## config.mk

```make
export PLATFORM = sky130hd
export DESIGN_NAME = bus_unjam
export DESIGN_NICKNAME = d
export VERILOG_FILES = /design/src/rtl/unjam_pkg.sv /design/src/rtl/unjam_timeout.sv /design/src/rtl/unjam_seq.sv /design/src/rtl/bus_unjam.sv
export SDC_FILE = /design/constraint.sdc
export NUM_CORES = 1
export LEC_CHECK = 0
export BUFFER_PORTS_ARGS = -buffer_cell sky130_fd_sc_hd__buf_2
export CORE_MARGIN = 2
export CORE_UTILIZATION = 45
export DETAILED_ROUTE_END_ITERATION = 8
export PLACE_DENSITY = 0.66
export SYNTH_ARGS = -nofsm -noshare
export SYNTH_HDL_FRONTEND = slang
export SYNTH_HIERARCHICAL = 1
export SYNTH_SLANG_ARGS = --single-unit
export TNS_END_PERCENT = 50
```

## constraint.sdc

```tcl
create_clock -name clk -period 4.7 [get_ports clk]
set_clock_uncertainty 0.15 [all_clocks]
set_input_delay 0.47 -clock clk [delete_from_list [all_inputs] [get_ports clk]]
set_output_delay 0.47 -clock clk [all_outputs]
set_load 0.05 [all_outputs]
```

## src/rtl/unjam_pkg.sv

```systemverilog
package unjam_pkg;
  typedef enum logic [2:0] {
    ST_IDLE, ST_RST, ST_LOW, ST_HIGH, ST_STP_A, ST_STP_B, ST_STP_C, ST_CHK
  } seq_st_t;
endpackage

```

## src/rtl/unjam_timeout.sv

```systemverilog
module unjam_timeout #(
  parameter int TW = 16
) (
  input  logic          clk,
  input  logic          rst_n,
  input  logic          hold_i,
  input  logic          wait_i,
  input  logic [TW-1:0] limit_i,
  output logic          trip_o
);
  logic [TW-1:0] cnt;

  assign trip_o = wait_i && !hold_i && (limit_i != '0) && (cnt == limit_i - TW'(1));

  always_ff @(posedge clk or negedge rst_n) begin
    if (!rst_n)                          cnt <= '0;
    else if (hold_i || !wait_i || trip_o) cnt <= '0;
    else                                 cnt <= cnt + TW'(1);
  end

  // the count only advances over edges where the wait was seen while idle
  assert_count_needs_wait_R5: assert property (@(posedge clk) disable iff (!rst_n)
    (cnt != '0) |-> ($past(wait_i) && !$past(hold_i)));
  assert_trip_restarts_R6: assert property (@(posedge clk) disable iff (!rst_n)
    trip_o |=> (cnt == '0));
endmodule

```

## src/rtl/unjam_seq.sv

```systemverilog
module unjam_seq
  import unjam_pkg::*;
#(
  parameter int DIV           = 250,
  parameter int PULSES        = 10,
  parameter int STRETCH_LIM   = 2000,
  parameter bit EARLY_EXIT    = 1'b0,
  parameter bit USE_SLAVE_RST = 1'b0,
  parameter int RST_CYC       = 8
) (
  input  logic clk,
  input  logic rst_n,
  input  logic start_i,
  input  logic lock_i,
  input  logic scl_i,
  input  logic sda_i,
  output logic busy_o,
  output logic scl_lo_o,
  output logic sda_lo_o,
  output logic slave_rst_o,
  output logic done_o,
  output logic fail_o,
  output logic lockup_o
);
  localparam int PH_MAX = (DIV > RST_CYC) ? DIV : RST_CYC;
  localparam int PH_W   = $clog2(PH_MAX + 1);
  localparam int CW     = $clog2(PULSES + 1);
  localparam int SW     = $clog2(STRETCH_LIM + 1);
  localparam seq_st_t ST_FIRST = USE_SLAVE_RST ? ST_RST : ST_LOW;

  seq_st_t st, st_n;
  logic [PH_W-1:0] ph;
  logic [CW-1:0]   pc;
  logic [SW-1:0]   sc;
  logic ph_end, last_pulse, stall;

  assign busy_o     = (st != ST_IDLE);
  assign ph_end     = (ph == PH_W'(DIV - 1));
  assign last_pulse = (pc == CW'(PULSES - 1)) || (EARLY_EXIT && sda_i);
  assign stall      = (st == ST_HIGH) && !scl_i;

  always_comb begin
    st_n = st;
    case (st)
      ST_IDLE:  if (start_i) st_n = ST_FIRST;
      ST_RST:   if (ph == PH_W'(RST_CYC - 1)) st_n = ST_STP_A;
      ST_LOW:   if (ph_end) st_n = ST_HIGH;
      ST_HIGH: begin
        if (scl_i) begin
          if (ph_end) st_n = last_pulse ? ST_STP_A : ST_LOW;
        end else if (sc == SW'(STRETCH_LIM - 1)) begin
          st_n = ST_IDLE;
        end
      end
      ST_STP_A: if (ph_end) st_n = ST_STP_B;
      ST_STP_B: if (ph_end) st_n = ST_STP_C;
      ST_STP_C: if (ph_end) st_n = ST_CHK;
      ST_CHK:   st_n = ST_IDLE;
      default:  st_n = ST_IDLE;
    endcase
  end

  always_ff @(posedge clk or negedge rst_n) begin
    if (!rst_n) begin
      st          <= ST_FIRST;
      ph          <= '0;
      pc          <= '0;
      sc          <= '0;
      scl_lo_o    <= (ST_FIRST == ST_LOW);
      sda_lo_o    <= 1'b0;
      slave_rst_o <= (ST_FIRST == ST_RST);
      done_o      <= 1'b0;
      fail_o      <= 1'b0;
      lockup_o    <= 1'b0;
    end else begin
      st <= st_n;
      if (st_n != st || st_n == ST_IDLE) ph <= '0;
      else if (!stall)                   ph <= ph + PH_W'(1);
      sc <= stall ? sc + SW'(1) : '0;
      if (st == ST_IDLE)                        pc <= '0;
      else if (st == ST_HIGH && scl_i && ph_end) pc <= pc + CW'(1);
      scl_lo_o    <= (st_n == ST_LOW) || (st_n == ST_STP_A);
      sda_lo_o    <= (st_n == ST_STP_A) || (st_n == ST_STP_B);
      slave_rst_o <= (st_n == ST_RST);
      if (st == ST_IDLE && start_i) begin
        done_o   <= 1'b0;
        fail_o   <= 1'b0;
        lockup_o <= lock_i;
      end
      if (st == ST_CHK) begin
        done_o <= sda_i;
        fail_o <= !sda_i;
      end
      if (st == ST_HIGH && st_n == ST_IDLE) fail_o <= 1'b1;
    end
  end

  // a stretched clock freezes the high-phase count
  assert_stretch_pauses_R9: assert property (@(posedge clk) disable iff (!rst_n)
    (stall && st_n == ST_HIGH) |=> (ph == $past(ph)));
  // never more pulses than configured
  assert_pulse_bound_R2: assert property (@(posedge clk) disable iff (!rst_n)
    pc <= CW'(PULSES));
  // SDA is left alone while clocking
  assert_sda_free_R2: assert property (@(posedge clk) disable iff (!rst_n)
    (st == ST_LOW || st == ST_HIGH) |-> !sda_lo_o);
  // every finished run leaves exactly one outcome flag
  assert_one_outcome_R4: assert property (@(posedge clk) disable iff (!rst_n)
    $fell(busy_o) |-> (done_o ^ fail_o));
  // SDA is released only after SCL has been let go
  assert_stop_order_R3: assert property (@(posedge clk) disable iff (!rst_n)
    $fell(sda_lo_o) |-> !scl_lo_o);
endmodule

```

## src/rtl/bus_unjam.sv

```systemverilog
module bus_unjam #(
  parameter int DIV           = 250,
  parameter int PULSES        = 10,
  parameter int STRETCH_LIM   = 2000,
  parameter bit EARLY_EXIT    = 1'b0,
  parameter bit USE_SLAVE_RST = 1'b0,
  parameter int RST_CYC       = 8,
  parameter int TW            = 16
) (
  input  logic          clk,
  input  logic          rst_n,
  input  logic          recov_req_i,
  input  logic          gain_wait_i,
  input  logic [TW-1:0] gain_limit_i,
  input  logic          xfer_wait_i,
  input  logic [TW-1:0] xfer_limit_i,
  input  logic          m_scl_lo_i,
  input  logic          m_sda_lo_i,
  input  logic          scl_i,
  input  logic          sda_i,
  output logic          scl_lo_o,
  output logic          sda_lo_o,
  output logic          slave_rst_o,
  output logic          busy_o,
  output logic          done_o,
  output logic          fail_o,
  output logic          lockup_o
);
  localparam int NTO = 2;

  logic [NTO-1:0] wait_v, trip_v;
  logic [TW-1:0]  limit_v [NTO];
  logic start, seq_scl, seq_sda;

  assign wait_v     = {xfer_wait_i, gain_wait_i};
  assign limit_v[0] = gain_limit_i;
  assign limit_v[1] = xfer_limit_i;

  for (genvar g = 0; g < NTO; g++) begin : g_to
    unjam_timeout #(.TW(TW)) u_to (
      .clk(clk), .rst_n(rst_n), .hold_i(busy_o),
      .wait_i(wait_v[g]), .limit_i(limit_v[g]), .trip_o(trip_v[g])
    );
  end

  assign start = !busy_o && (recov_req_i || (|trip_v));

  unjam_seq #(
    .DIV(DIV), .PULSES(PULSES), .STRETCH_LIM(STRETCH_LIM),
    .EARLY_EXIT(EARLY_EXIT), .USE_SLAVE_RST(USE_SLAVE_RST), .RST_CYC(RST_CYC)
  ) u_seq (
    .clk(clk), .rst_n(rst_n), .start_i(start), .lock_i(|trip_v),
    .scl_i(scl_i), .sda_i(sda_i), .busy_o(busy_o),
    .scl_lo_o(seq_scl), .sda_lo_o(seq_sda), .slave_rst_o(slave_rst_o),
    .done_o(done_o), .fail_o(fail_o), .lockup_o(lockup_o)
  );

  assign scl_lo_o = busy_o ? seq_scl : m_scl_lo_i;
  assign sda_lo_o = busy_o ? seq_sda : m_sda_lo_i;

  // a new run starts only from idle, with clean outcome flags
  assert_start_clears_R7: assert property (@(posedge clk) disable iff (!rst_n)
    $rose(busy_o) |-> (!done_o && !fail_o));
endmodule

```

# After elaboration in Yosys (flattened, before gate mapping)
# Index checks and enable logic that the tools add are counted.
# Widths: inputs -> output; s select.
[op_classes] mux=24 add_sub_neg=7 n_reduce_logical=34 n_shift=0 eq_ne=19 magnitude_cmp=0 multipliers=0 div_mod_pow=0 bitwise_logic=0
[ops] operator="$add 16x1->16 const B" count=2
[ops] operator="$eq 16x16->1" count=2
[ops] operator="$mux 16" count=2
[ops] operator="$reduce_bool 16->1" count=2
[ops] operator="$sub 16x1->16 const B" count=2
[ops] operator="$mux 3" count=10
[ops] operator="$pmux 3 s8" count=1
[ops] operator="$eq 3x3->1 const B" count=6
[ops] operator="$mux 8" count=2
[ops] operator="$logic_and 1x1->1" count=12
[ops] operator="$add 11x1->11 const B" count=1
[ops] operator="$eq 11x11->1 const B" count=1
[ops] operator="$mux 11" count=1
[ops] operator="$eq 3x2->1 const B" count=3
[ops] operator="$add 8x1->8 const B" count=1
[ops] operator="$eq 8x3->1 const B" count=1
[ops] operator="$eq 8x8->1 const B" count=1
[ops] operator="$logic_or 1x1->1" count=8
[ops] operator="$mux 4" count=2
[ops] operator="$eq 3x1->1 const B" count=2
[ops] operator="$logic_not 3->1" count=2
[ops] operator="$mux 1" count=6
[ops] operator="$reduce_bool 3->1" count=2
[ops] operator="$logic_not 1->1" count=5
[ops] operator="other kinds (6)" count=7
[word_totals] regBits=64 elab_cells=96 mem_bits_ro=0 ram_bits=0 inputBits=41 out_inout_bits=7 mem_count=0 latchBits=0

# Logic depth before layout (Yosys ltp)
# Gate-level depths: netlist of the first run.
[logic_depth] word_depth=13 mapped_depth=17 mapped_depth_nobuf=15

# By module
# Netlist of the first run, hierarchy kept.
[by_module_without_submodules] mod="unjam_timeout" seq_area_each_um2=400.4 area_per_inst_um2=1525.2 instances=2 cells_per_inst=169
[by_module_without_submodules] mod="unjam_seq" seq_area_each_um2=803.3 area_per_inst_um2=1844.3 instances=1 cells_per_inst=177
[by_module_without_submodules] mod="bus_unjam" seq_area_each_um2=0.0 area_per_inst_um2=37.5 instances=1 cells_per_inst=5

# Least setup slack after synthesis of the first run
# No wires, ideal clock.
[synth_timing] path_kind="register to register" start="register u_seq.st[0]" end="register u_seq.ph[0]" period_less_slack_ns=3.830 stages_incl_launch_ff=17 n_path_buf=2 setup_ns=0.144 required_time_ns=4.406 path_slack_ns=0.870 arrival_time_ns=3.536 cell_sequence="dfrtp_1 > buf_4 > clkbuf_1 > nor2_1 > inv_1 > nand2b_1 > nor4_1 > nor4bb_1 > o2111ai_1 > nor4bb_1 > nor3_1 > nor2_1 > or3b_2 > inv_1 > a2111oi_4 > o32ai_2 > nor3_1"
[synth_between] elab_chain_cells=13 elab_cells_between_ends=35 cone_classes="9 x eq/ne; 11 x mux; 15 x reduce/logical"
[synth_rtl] element="start: declaration" line_no="unjam_seq.sv:31" source="seq_st_t st, st_n;"
[synth_rtl] element="start signal: assignment" line_no="unjam_seq.sv:76" source="st <= st_n;"
[synth_rtl] element="$reduce_bool 3->1 *" line_no="unjam_seq.sv:37" source="assign busy_o = (st != ST_IDLE);"
[synth_rtl] element="via busy_o" line_no="bus_unjam.sv:24" source="output logic busy_o,"
[synth_rtl] element="$logic_not 1->1 *" line_no="unjam_timeout.sv:13" source="assign trip_o = wait_i && !hold_i && (limit_i != '0) && (cnt == limit_i - TW'(1));"
[synth_rtl] element="$logic_and 1x1->1 * (3 in series)" line_no="unjam_timeout.sv:13"
[synth_rtl] element="via trip_v[1]" line_no="bus_unjam.sv:31" source="logic [NTO-1:0] wait_v, trip_v;"
[synth_rtl] element="$reduce_or 2->1 *" line_no="bus_unjam.sv:46" source="assign start = !busy_o && (recov_req_i || (|trip_v));"
[synth_rtl] element="$logic_or 1x1->1 *" line_no="bus_unjam.sv:46"
[synth_rtl] element="$logic_and 1x1->1 *" line_no="bus_unjam.sv:46"
[synth_rtl] element="via start" line_no="bus_unjam.sv:33" source="logic start, seq_scl, seq_sda;"
[synth_rtl] element="$mux 3 *" line_no="unjam_seq.sv:45" source="ST_IDLE: if (start_i) st_n = ST_FIRST;"
[synth_rtl] element="$pmux 3 s8 *" line_no="unjam_seq.sv:44" source="case (st)"
[synth_rtl] element="$ne 3x3->1 / $logic_not 3->1 (equally long branches)" line_no="unjam_seq.sv:77" source="if (st_n != st || st_n == ST_IDLE) ph <= '0;"
[synth_rtl] element="$logic_or 1x1->1 *" line_no="unjam_seq.sv:77"
[synth_rtl] element="$ne 2x2->1 (no source line) / $mux 8 (equally long branches)"
[synth_rtl] element="end signal: assignment" line_no="unjam_seq.sv:78" source="else if (!stall) ph <= ph + PH_W'(1);"
[synth_rtl] element="end: declaration" line_no="unjam_seq.sv:32" source="logic [PH_W-1:0] ph;"
# The timed path passes the listed nets; every way through them passes the cells marked *.
# A chain may end at the register's enable or synchronous reset.

# Worst setup path in the final report of the first run
[layout_timing] start="register u_seq.st[1]" end="register u_seq.ph[2]"
[layout_between] elab_chain_cells=13 elab_cells_between_ends=35 cone_classes="9 x eq/ne; 11 x mux; 15 x reduce/logical"
[layout_rtl] element="$reduce_bool 3->1 *" line_no="unjam_seq.sv:37"
[layout_rtl] element="$logic_not 1->1 *" line_no="unjam_timeout.sv:13"
[layout_rtl] element="$logic_and 1x1->1 * (3 in series)" line_no="unjam_timeout.sv:13"
[layout_rtl] element="via trip_v[1]" line_no="bus_unjam.sv:31"
[layout_rtl] element="$reduce_or 2->1 *" line_no="bus_unjam.sv:46"
[layout_rtl] element="$logic_or 1x1->1 *" line_no="bus_unjam.sv:46"
[layout_rtl] element="$logic_and 1x1->1 *" line_no="bus_unjam.sv:46"
[layout_rtl] element="via start" line_no="bus_unjam.sv:33"
[layout_rtl] element="$mux 3 *" line_no="unjam_seq.sv:45"
[layout_rtl] element="$pmux 3 s8 *" line_no="unjam_seq.sv:44"
[layout_rtl] element="$ne 3x3->1 / $logic_not 3->1 (equally long branches)" line_no="unjam_seq.sv:77"
[layout_rtl] element="$logic_or 1x1->1 *" line_no="unjam_seq.sv:77"
[layout_rtl] element="$ne 2x2->1 (no source line) / $mux 8 (equally long branches)"
# Marks and branches as above.

==> impl_metrics.env, run 1 <==
export IMPL_post_cts_resized=0
export IMPL_worst_path_buf_inv=2
export IMPL_grt_antenna_before_repair=0
export IMPL_port_buffer_count=47
export IMPL_leakage_nw=2.15
export IMPL_critPathCaptureType="register"
export IMPL_synth_seq_area_share_pct=32.5
export IMPL_worstSetupPathType="register to register"
export IMPL_route_detailed_wl_per_inst_um=16.3
export IMPL_clock_tree_root_cell="clkbuf_8"
export IMPL_status="complete, no violations"
export IMPL_r2r_cells=15
export IMPL_multi_input_area_mm2=0.00315
export IMPL_ys_warnings_count=6
export IMPL_r2r_end="u_seq/ph[2]"
export IMPL_r2r_start="u_seq/st[1]"
export IMPL_worst_ep_required_time_ps=4750
export IMPL_synth_cell_type_count=78
export IMPL_cell_type_of_the_slowest_stage_on_the_worst_timing_path="or3b_2"
export IMPL_drv_slew=0
export IMPL_post_cts_hold_buffer_count=0
export IMPL_insertedDiodeCount=0
export IMPL_worst_setup_path_start_kind="register"
export IMPL_ratio_of_routed_vias_to_standard_cells=5.79
export IMPL_clock_tree_htree_level_count=3
export IMPL_final_net_count=617
export IMPL_number_of_cts_inserted_buffers=9
export IMPL_finalWirelength_um=11600
export IMPL_vias=4113
export IMPL_clk_transition_reported_paths_ps=80
export IMPL_core_rowCount=38
export IMPL_grt_pass1_wl_um=19500
export IMPL_grt_max_degree=65
export IMPL_fmaxAchievable_mhz=236
export IMPL_synth_cells=520
export IMPL_setup_reg_to_reg_worst_slack_ps=460
export IMPL_ctsLongestPathBuffers=2
export IMPL_initial_core_util_pct=45.9
export IMPL_highest_count_cells_in_the_layout_ignoring_fill_and_taps="dfrtp_1, xnor2_1, buf_2"
export IMPL_chipWidth_um=109
export IMPL_globalRouteOverflowTotal=0
export IMPL_drc_errors=0
export IMPL_clock_tree_from_tritoncts="built"
export IMPL_die_height_um=109
export IMPL_area_sequential_mm2=0.00160
export IMPL_async_flop_share_pct=100
export IMPL_holdCritPathClass="primary input to async pin"
export IMPL_final_instance_count_excl_fill=710
export IMPL_timing_final_crit_period_ps=4240
export IMPL_timing_critical_path_max_delay_family="simple AND/OR/NAND/NOR gates"
export IMPL_drt_antenna_violating_nets=0
export IMPL_grt_setup_unrepaired="false"
export IMPL_insertion_delay_ps=350
export IMPL_drt_first_pass_iters=4
export IMPL_final_hold_violations=0
export IMPL_worst_path_max_fanout=14
export IMPL_layout_drive_gt1_share_pct=23.5
export IMPL_layout_cells_most_common="dfrtp_1"
export IMPL_setup_total_negative_slack_ps=0
export IMPL_cell_area_synth_mm2=0.00493
export IMPL_worst_pin_slew_ps=824
export IMPL_power_per_cell_area_mw_per_mm2=217
export IMPL_first_global_vias=4153
export IMPL_synth_edff_count=0
export IMPL_timing_critical_path_slowest_cell_delay_ps=500
export IMPL_prevailing_post_synth_register_cell="dfrtp_1"
export IMPL_dp_cells=694
export IMPL_cts_sinks=64
export IMPL_post_synth_cell_area_avg_um2=9.49
export IMPL_floorplan_die_area_mm2=0.0118
export IMPL_dpl_hpwl_um=8660
export IMPL_synth_seq_cells=64
export IMPL_number_of_fill_cells=1058
export IMPL_power_ir_vdd_worst_uv=203
export IMPL_cts_post_setup_buffers_inserted=0
export IMPL_crit_path_cell_trace="or2_2 > nor2_1 > inv_1 > nand2b_1 > nor4_1 > nor4bb_1 > o2111ai_1 > nor4bb_1 > nor3_1 > nor2_1 > or3b_2 > inv_1 > a2111oi_4 > o32ai_2 > nor3_1"
export IMPL_total_of_max_cap_violations=0
export IMPL_final_setup_viol_count=0
export IMPL_final_wtd_congestion=0.915
export IMPL_grt_use_total_pct=20.9
export IMPL_final_min_period_over_clock_period_pct=90.2
export IMPL_slew_headroom_pct=45.1
export IMPL_area_delta_synth_final_pct=11.1
export IMPL_syn_num_nets=572
export IMPL_drt_iter0_drc=239
export IMPL_boundaryPins=48
export IMPL_core_area_mm2=0.0107
export IMPL_cp_arrival_ps=4300
-- how the worst max path moves through the flow --
stage / endpoint / slack, ps / cells after the start / startpoint
4_1_cts: u_seq/ph[2] / 460 / 15 / u_seq/st[1]
3_5_place_dp: u_seq/ph[2] / 450 / 16 / gain_limit_i[0]
3_3_place_gp: u_seq/ph[2] / 630 / 16 / gain_limit_i[0]
5_1_grt: u_seq/ph[2] / 30 / 15 / u_seq/st[1]
6_report: u_seq/ph[2] / 460 / 15 / u_seq/st[1]
2_1_floorplan: u_seq/ph[0] / 870 / 16 / u_seq/st[0]
-- where the power goes --
part,internal [mW],total (mW),switching [mW]
sequential,0.558,0.568,0.00970
clock,0.250,0.481,0.231
combinational,0.0556,0.140,0.0847
total,0.864,1.19,0.326
-- synthesized netlist by cell type, drive strengths merged, types with 9 or more instances --
cell	number	area, um^2
a21oi	18	101
and3	18	113
buf	12	91.3
dfrtp	62	1550
ha	11	138
inv	16	60.1
nand2	28	105
nand3	29	145
nand4	9	62.6
nor2	35	149
nor3	53	360
nor3b	9	82.6
nor4	18	173
xnor2	55	482
xor2	25	219
-- per-layer routing --
| metal | GRT usage, % | up-vias | wire length (um) |
|---|---|---|---|
| li1 | - | 2014 | - |
| met1 | 26.6 | 2004 | 5250 |
| met2 | 35.8 | 74 | 5760 |
| met3 | 2.81 | 21 | 325 |
| met4 | 8.15 | 0 | 230 |
| met5 | 0 | - | 0 |
-- metrics by stage --
| stage | hold WS (ps) | setup WS, ps | power [mW] | area [um^2] | utilization (%) |
|---|---|---|---|---|---|
| 3_5_place_dp | 307 | 451 | 0.718 | 5270 | 49.1 |
| 3_3_place_gp | 290 | 634 | 0.715 | 5270 | 49.1 |
| 4_1_cts | 168 | 456 | 1.21 | 5480 | 51.0 |
| 6_report | 127 | 459 | 1.19 | 5480 | 51.0 |
| 5_1_grt | 217 | 32.8 | 1.25 | 5480 | 51.0 |
| 2_1_floorplan | 24.4 | 870 | 0.657 | 4930 | - |
-- cells by family after synthesis --
| kind of cell | count (synthesis) | share of synthesized area, % |
|---|---|---|
| XOR/XNOR | 80 | 14.2 |
| AND/OR/NAND/NOR | 253 | 33.5 |
| buffers and inverters | 36 | 3.68 |
| adder cells (fa/ha/maj) | 11 | 2.79 |
| flip-flops | 64 | 32.5 |
| multiplexers | 6 | 1.29 |
| AO/OA/AOI/OAI | 70 | 12.0 |
-- sequential cells by signal, summed over array words and instances, names as in the netlist --
signal / count
u_seq/fail_o: 1
u_seq/slave_rst_o: 1
u_seq/st: 3
u_seq/ph: 8
u_seq/sda_lo_o: 1
u_seq/done_o: 1
u_seq/pc: 4
g_to.u_to/cnt: 32
u_seq/lockup_o: 1
u_seq/sc: 11
u_seq/scl_lo_o: 1
-- final cells by class --
class,instances,share of cell area (%)
clock buffers,9,2.26
multi-input cells,420,57.4
well taps,140,3.20
clock inverters,7,1.46
inverters,16,1.10
flip-flops and latches,64,29.3
repair buffers,54,5.25
Power figures use the tool's default switching activity.
==> run 2, diff against run 1 <==
--- a/config.mk
+++ b/config.mk
@@ -5,11 +5,13 @@
 export SDC_FILE = /design/constraint.sdc
 export NUM_CORES = 1
 export LEC_CHECK = 0
+export ABC_AREA = 1
 export BUFFER_PORTS_ARGS = -buffer_cell sky130_fd_sc_hd__buf_2
 export CORE_MARGIN = 2
 export CORE_UTILIZATION = 45
 export DETAILED_ROUTE_END_ITERATION = 8
-export PLACE_DENSITY = 0.66
+export PLACE_DENSITY = 0.67
+export SKIP_LAST_GASP = 1
 export SYNTH_ARGS = -nofsm -noshare
 export SYNTH_HDL_FRONTEND = slang
 export SYNTH_HIERARCHICAL = 1
==> run 2 against run 1 <==
Net effect:
- global-route usage decreased by 0.70 points
- clock power rose by 5.4%
- sequential cell count stayed put
- count of clock-buffer cells in the layout is 2 higher
- utilization increased by 0.79 points
- register-to-register slack better by 1200 ps
- via count is 5.0% higher
- final cell count up 24%
- combinational power down 21%
- critical path type unchanged
==> impl_metrics.env, run 2 <==
export IMPL_synth_cell_type_count=34
export IMPL_core_rowCount=37
export IMPL_worst_ep_required_time_ps=4820
export IMPL_worst_pin_slew_ps=810
export IMPL_largest_register="g_to.u_to/cnt"
export IMPL_grt_use_total_pct=20.2
export IMPL_cpMostUsedCell="nor2_1"
export IMPL_slew_headroom_pct=46.0
export IMPL_cts_sinks=64
export IMPL_post_cts_resized=0
export IMPL_syn_num_nets=742
export IMPL_r2r_start="u_seq/st[0]"
export IMPL_finalWirelength_um=10700
export IMPL_insertion_delay_ps=330
export IMPL_clock_tree_from_tritoncts="built"
export IMPL_startpoint="u_seq/st[0]"
export IMPL_dpl_hpwl_um=8520
export IMPL_layout_drive_gt1_share_pct=14.9
export IMPL_ctsLongestPathBuffers=2
export IMPL_fmaxAchievable_mhz=327
export IMPL_power_ir_vdd_worst_uv=170
export IMPL_core_area_mm2=0.0103
export IMPL_clock_tree_htree_level_count=3
export IMPL_area_delta_synth_final_pct=11.7
export IMPL_biggest_registers_after_layout="g_to.u_to/cnt (32), u_seq/sc (11), u_seq/ph (8)"
export IMPL_drt_first_pass_iters=5
export IMPL_yosys_top_cells_count="nand2_1, nor2_1, inv_1"
export IMPL_grt_antenna_before_repair=0
export IMPL_ratio_of_routed_vias_to_standard_cells=4.91
export IMPL_synth_seq_area_share_pct=33.5
export IMPL_utilization_pct=51.8
export IMPL_timing_critical_path_slowest_cell_delay_ps=450
export IMPL_synth_top_area_cell="dfrtp_1"
export IMPL_post_cts_hold_buffer_count=0
export IMPL_leakage_nw=2.52
export IMPL_drt_iter0_drc=203
export IMPL_final_setup_viol_count=0
export IMPL_synth_seq_cells=64
export IMPL_worst_path_max_fanout=9
export IMPL_largest_register_ffs=32
export IMPL_post_synth_cell_area_avg_um2=6.93
export IMPL_first_global_vias=4205
export IMPL_layout_cells_most_common="nand2_1"
export IMPL_r2r_cells=19
export IMPL_ys_warnings_count=6
export IMPL_initial_core_util_pct=46.3
export IMPL_status="complete, no violations"
export IMPL_chipWidth_um=107
export IMPL_final_hold_violations=0
export IMPL_holdCritPathClass="primary input to async pin"
export IMPL_port_buffer_count=47
export IMPL_cts_post_setup_buffers_inserted=0
export IMPL_number_of_cts_inserted_buffers=9
export IMPL_drt_antenna_violating_nets=0
export IMPL_route_detailed_wl_per_inst_um=12.2
export IMPL_setup_reg_to_reg_worst_slack_ps=1640
export IMPL_grt_setup_unrepaired="false"
export IMPL_prevailing_post_synth_register_cell="dfrtp_1"
export IMPL_worst_setup_path_endpoint="u_seq/ph[0]"
export IMPL_r2r_end="u_seq/ph[0]"
export IMPL_worst_setup_path_start_kind="register"
export IMPL_power_per_cell_area_mw_per_mm2=219
export IMPL_final_net_count=790
export IMPL_final_min_period_over_clock_period_pct=65.2
export IMPL_grt_pass1_wl_um=18700
export IMPL_insertedDiodeCount=0
export IMPL_cell_area_synth_mm2=0.00478
export IMPL_cell_type_of_the_slowest_stage_on_the_worst_timing_path="dfrtp_1"
export IMPL_drc_errors=0
export IMPL_drv_slew=0
export IMPL_timing_final_crit_period_ps=3060
export IMPL_setup_total_negative_slack_ps=0
export IMPL_clk_transition_reported_paths_ps=70
export IMPL_synth_edff_count=0
export IMPL_crit_path_cell_trace="inv_1 > nand2_1 > nor2_1 > inv_1 > nor2_1 > nand3_1 > nor2_1 > nand2_1 > nor2_1 > nand3_1 > nor2_1 > nor2_1 > a21oi_1 > nand2_4 > nand3_2 > nand2_1 > nand2_2 > nand3_4 > nor2_2"
export IMPL_synthTopCellsByArea="dfrtp_1, nand2_1, nor2_1, inv_1, xor2_1"
export IMPL_die_height_um=107
export IMPL_floorplan_die_area_mm2=0.0115
export IMPL_synth_cells=690
export IMPL_critPathCaptureType="register"
export IMPL_globalRouteOverflowTotal=0
export IMPL_highest_count_cells_in_the_layout_ignoring_fill_and_taps="nand2_1, nor2_1, inv_1"
export IMPL_worstSetupPathType="register to register"
export IMPL_cp_arrival_ps=3180
export IMPL_boundaryPins=48
export IMPL_async_flop_share_pct=100
export IMPL_grt_max_degree=65
export IMPL_vias=4318
export IMPL_final_wtd_congestion=0.891
export IMPL_most_common_cell_in_the_synthesized_netlist="nand2_1"
export IMPL_yosys_area_top_type_share_pct=32.4
export IMPL_total_of_max_cap_violations=0
export IMPL_clock_tree_root_cell="clkbuf_8"
[run 2: cell type report]
type	count	area, um^2
Fill cell	1012	4980
Multi-Input combinational cell	522	2770
Sequential cell	64	1600
Inverter	93	349
Timing Repair Buffer	48	243
Tap cell	136	170
Clock buffer	11	131
Clock inverter	5	81.3
[run 2: worst min path at each step]
stage                      endpoint  slack, ps  depth (start not counted)
6_report       g_to[0].u_to/cnt[15]        150                          2
3_5_place_dp            u_seq/sc[0]        310                          1
2_1_floorplan   g_to[0].u_to/cnt[0]         20                          0
5_1_grt        g_to[0].u_to/cnt[12]        240                          2
3_3_place_gp            u_seq/sc[0]        300                          1
4_1_cts                 u_seq/st[2]        200                          2
[run 2: per-stage QoR]
stage	total power, mW	hold WS (ps)	setup WS [ps]	cells	instance area [um^2]
finish	1.17	154	1640	879	5340
global route	1.23	243	1180	879	5340
CTS	1.19	200	1590	879	5340
detailed placement	0.673	312	1620	863	5130
global placement	0.671	299	1690	863	5130
floorplan	0.619	24.4	1730	690	4780
[run 2: routing by layer]
metal	vias up	global-route usage, %	part of all wire, %
li1	2247	-	-
met1	1971	25.6	47
met2	84	34.9	48
met3	16	4.74	3.7
met4	0	4.36	1.5
met5	-	0	0
[run 2: kinds of logic after synthesis]
kind of cell	Yosys count	share of synthesized area, %
and+or+nand+nor	417	39.8
xor gates and xnor gates	58	10.6
DFF	64	33.5
AOI/OAI and AO/OA	36	4.53
adders and majority gates	11	2.88
buffers and inverters	104	8.66
[run 2: where the power goes]
part	switching (mW)	internal [mW]	leakage [nW]	total (mW)
registers	0.000600	0.552	0.858	0.552
clock network	0.208	0.299	0.104	0.507
logic	0.0716	0.0380	1.56	0.110
total	0.281	0.889	2.52	1.17
[run 2: critical path, delay by kind of cell (launching register included)]
| family | cells | cell delay (ps) |
|---|---|---|
| DFF | 1 | 450 |
| buffers and inverters | 2 | 330 |
| AOI/OAI and AO/OA | 1 | 220 |
| and+or+nand+nor | 16 | 1840 |
==> run 3, diff against run 2 <==
==> constraint.sdc (replaced) <==
create_clock -name clk -period 3.1 [get_ports clk]
set_clock_uncertainty 0.15 [all_clocks]
set_input_delay 0.31 -clock clk [delete_from_list [all_inputs] [get_ports clk]]
set_output_delay 0.31 -clock clk [all_outputs]
set_load 0.05 [all_outputs]
==> run 3 against run 2 <==
Net effect:
- first-iteration DRC count grew 6.4%
- largest power group is now the clock network
- setup slack lost 1300 ps
- fmax grew 11%
- utilization grew 0.90 points
==> impl_metrics.env, run 3 (synthesis gave the netlist of run 2 again) <==
export IMPL_status="complete, no violations"
export IMPL_grt_most_used_layer="met2"
export IMPL_grt_use_met1_pct=25.4
export IMPL_slew_headroom_pct=70.6
export IMPL_drt_antenna_violating_nets=0
export IMPL_fmaxAchievable_mhz=361
export IMPL_drt_first_pass_iters=6
export IMPL_first_global_vias=4192
export IMPL_insertion_delay_ps=360
export IMPL_final_setup_viol_count=0
export IMPL_clock_tree_from_tritoncts="built"
export IMPL_final_instance_count_excl_fill=884
export IMPL_power_per_cell_area_mw_per_mm2=351
export IMPL_grt_met2_usage_pct=34.8
export IMPL_core_rowCount=37
export IMPL_total_of_max_cap_violations=0
export IMPL_ratio_of_routed_vias_to_standard_cells=4.92
export IMPL_vias=4348
export IMPL_clock_tree_htree_level_count=3
export IMPL_worst_pin_slew_ps=440
export IMPL_number_of_cts_inserted_buffers=9
export IMPL_final_wtd_congestion=0.955
export IMPL_floorplan_die_area_mm2=0.0115
export IMPL_finalWirelength_um=10800
export IMPL_utilization_pct=52.7
export IMPL_critPathCaptureType="register"
export IMPL_final_min_period_over_clock_period_pct=89.3
export IMPL_largest_register_ffs=32
export IMPL_drc_errors=0
export IMPL_crit_path_cell_trace="inv_1 > nand2_1 > nor2_4 > inv_1 > nor2_1 > nand3_1 > nor2_1 > nand2_1 > nor2_1 > nand3_1 > nor2_1 > nor2_1 > a21oi_2 > nand2_4 > nand3_2 > nand2_1 > nand2_2 > nand3_4 > nor2_2"
export IMPL_dpl_hpwl_um=8560
export IMPL_chipWidth_um=107
export IMPL_highest_count_cells_in_the_layout_ignoring_fill_and_taps="nand2_1, nor2_1, inv_1"
export IMPL_largest_register="g_to.u_to/cnt"
export IMPL_worst_path_max_fanout=8
export IMPL_cell_type_of_the_slowest_stage_on_the_worst_timing_path="dfstp_2"
export IMPL_grt_met3_usage_pct=5.11
export IMPL_cts_sinks=64
export IMPL_final_hold_violations=0
export IMPL_leakage_nw=2.56
export IMPL_power_ir_vdd_worst_uv=246
export IMPL_setup_total_negative_slack_ps=0
export IMPL_worst_setup_path_start_kind="register"
export IMPL_cts_post_setup_buffers_inserted=0
export IMPL_worst_ep_required_time_ps=3240
export IMPL_grt_use_total_pct=20.3
export IMPL_grt_max_degree=26
export IMPL_grt_antenna_before_repair=0
export IMPL_ctsLongestPathBuffers=2
export IMPL_globalRouteOverflowTotal=0
export IMPL_insertedDiodeCount=0
export IMPL_layout_cells_most_common="nand2_1"
export IMPL_area_delta_synth_final_pct=13.7
export IMPL_clk_transition_reported_paths_ps=80
export IMPL_drt_iter0_drc=216
export IMPL_timing_final_crit_period_ps=2770
export IMPL_core_area_mm2=0.0103
export IMPL_final_net_count=795
export IMPL_grt_pass1_wl_um=18800
export IMPL_biggest_registers_after_layout="g_to.u_to/cnt (32), u_seq/sc (11), u_seq/ph (8)"
export IMPL_die_height_um=107
export IMPL_boundaryPins=48
export IMPL_route_detailed_wl_per_inst_um=12.2
export IMPL_layout_drive_gt1_share_pct=16.0
export IMPL_drv_slew=0
export IMPL_clock_tree_root_cell="clkbuf_8"
export IMPL_holdCritPathClass="primary input to register"
export IMPL_cpMostUsedCell="nor2_1"
export IMPL_timing_critical_path_slowest_cell_delay_ps=400
export IMPL_cp_arrival_ps=2910
export IMPL_initial_core_util_pct=46.3
export IMPL_grt_setup_unrepaired="false"
export IMPL_worstSetupPathType="register to register"
export IMPL_dp_cells=867
export IMPL_port_buffer_count=47
## run 3: power by group
group / switching [mW] / internal, mW / total, mW
registers: 0.00110 / 0.836 / 0.837
logic: 0.109 / 0.0592 / 0.168
clock network: 0.357 / 0.545 / 0.902
total: 0.467 / 1.44 / 1.91
## run 3: path summary, 6_finish.rpt
kind | to | slack, ps | from | depth (start not counted)
max | u_seq/ph[7] | 330 | u_seq/st[1] | 19
max in group asynchronous | u_seq/scl_lo_o | 1810 | rst_n | 3
max reg2reg | u_seq/ph[7] | 330 | u_seq/st[1] | 19
min in group asynchronous | g_to[0].u_to/cnt[14] | 270 | rst_n | 2
min | u_seq/done_o | 150 | sda_i | 3
min reg2reg | u_seq/sc[0] | 330 | u_seq/sc[0] | 1
## run 3: timing repair
| item | CTS | global route |
|---|---|---|
| gates resized for setup | 0 | 4 |
| setup endpoints to repair | 0 | 10 |
| endpoints found under the hold margin | 15 | 0 |
| hold buffers | 1 | 0 |
## run 3: cell type report
type	instances	area [um^2]
clock buffers	9	124
clock inverters	7	128
fillers	987	4890
inverters	93	349
multi-input cells	522	2780
flip-flops and latches	64	1600
well taps	136	170
repair buffers	53	283
## run 3: per-stage QoR
stage               area (um^2)  setup slack [ps]  hold WS, ps  power (mW)
floorplan                  4780               126         -136       0.938
global placement           5160               206          125        1.02
detailed placement         5160               167          128        1.02
CTS                        5420              94.2          119        1.94
global route               5440              13.1          148        1.99
finish                     5440               333          147        1.91
## run 3: per-layer routing
metal  part of all wire (%)  routed length, um
met4                    1.4                155
met1                     45               4860
met2                     49               5270
met3                    4.4                478
met5                      0                  0
## run 3: critical path: cells and delay by family (launching register included)
kind,cells,cell delay (ps)
and+or+nand+nor,16,1740
buffers and inverters,2,210
DFF,1,400
AOI/OAI and AO/OA,1,180
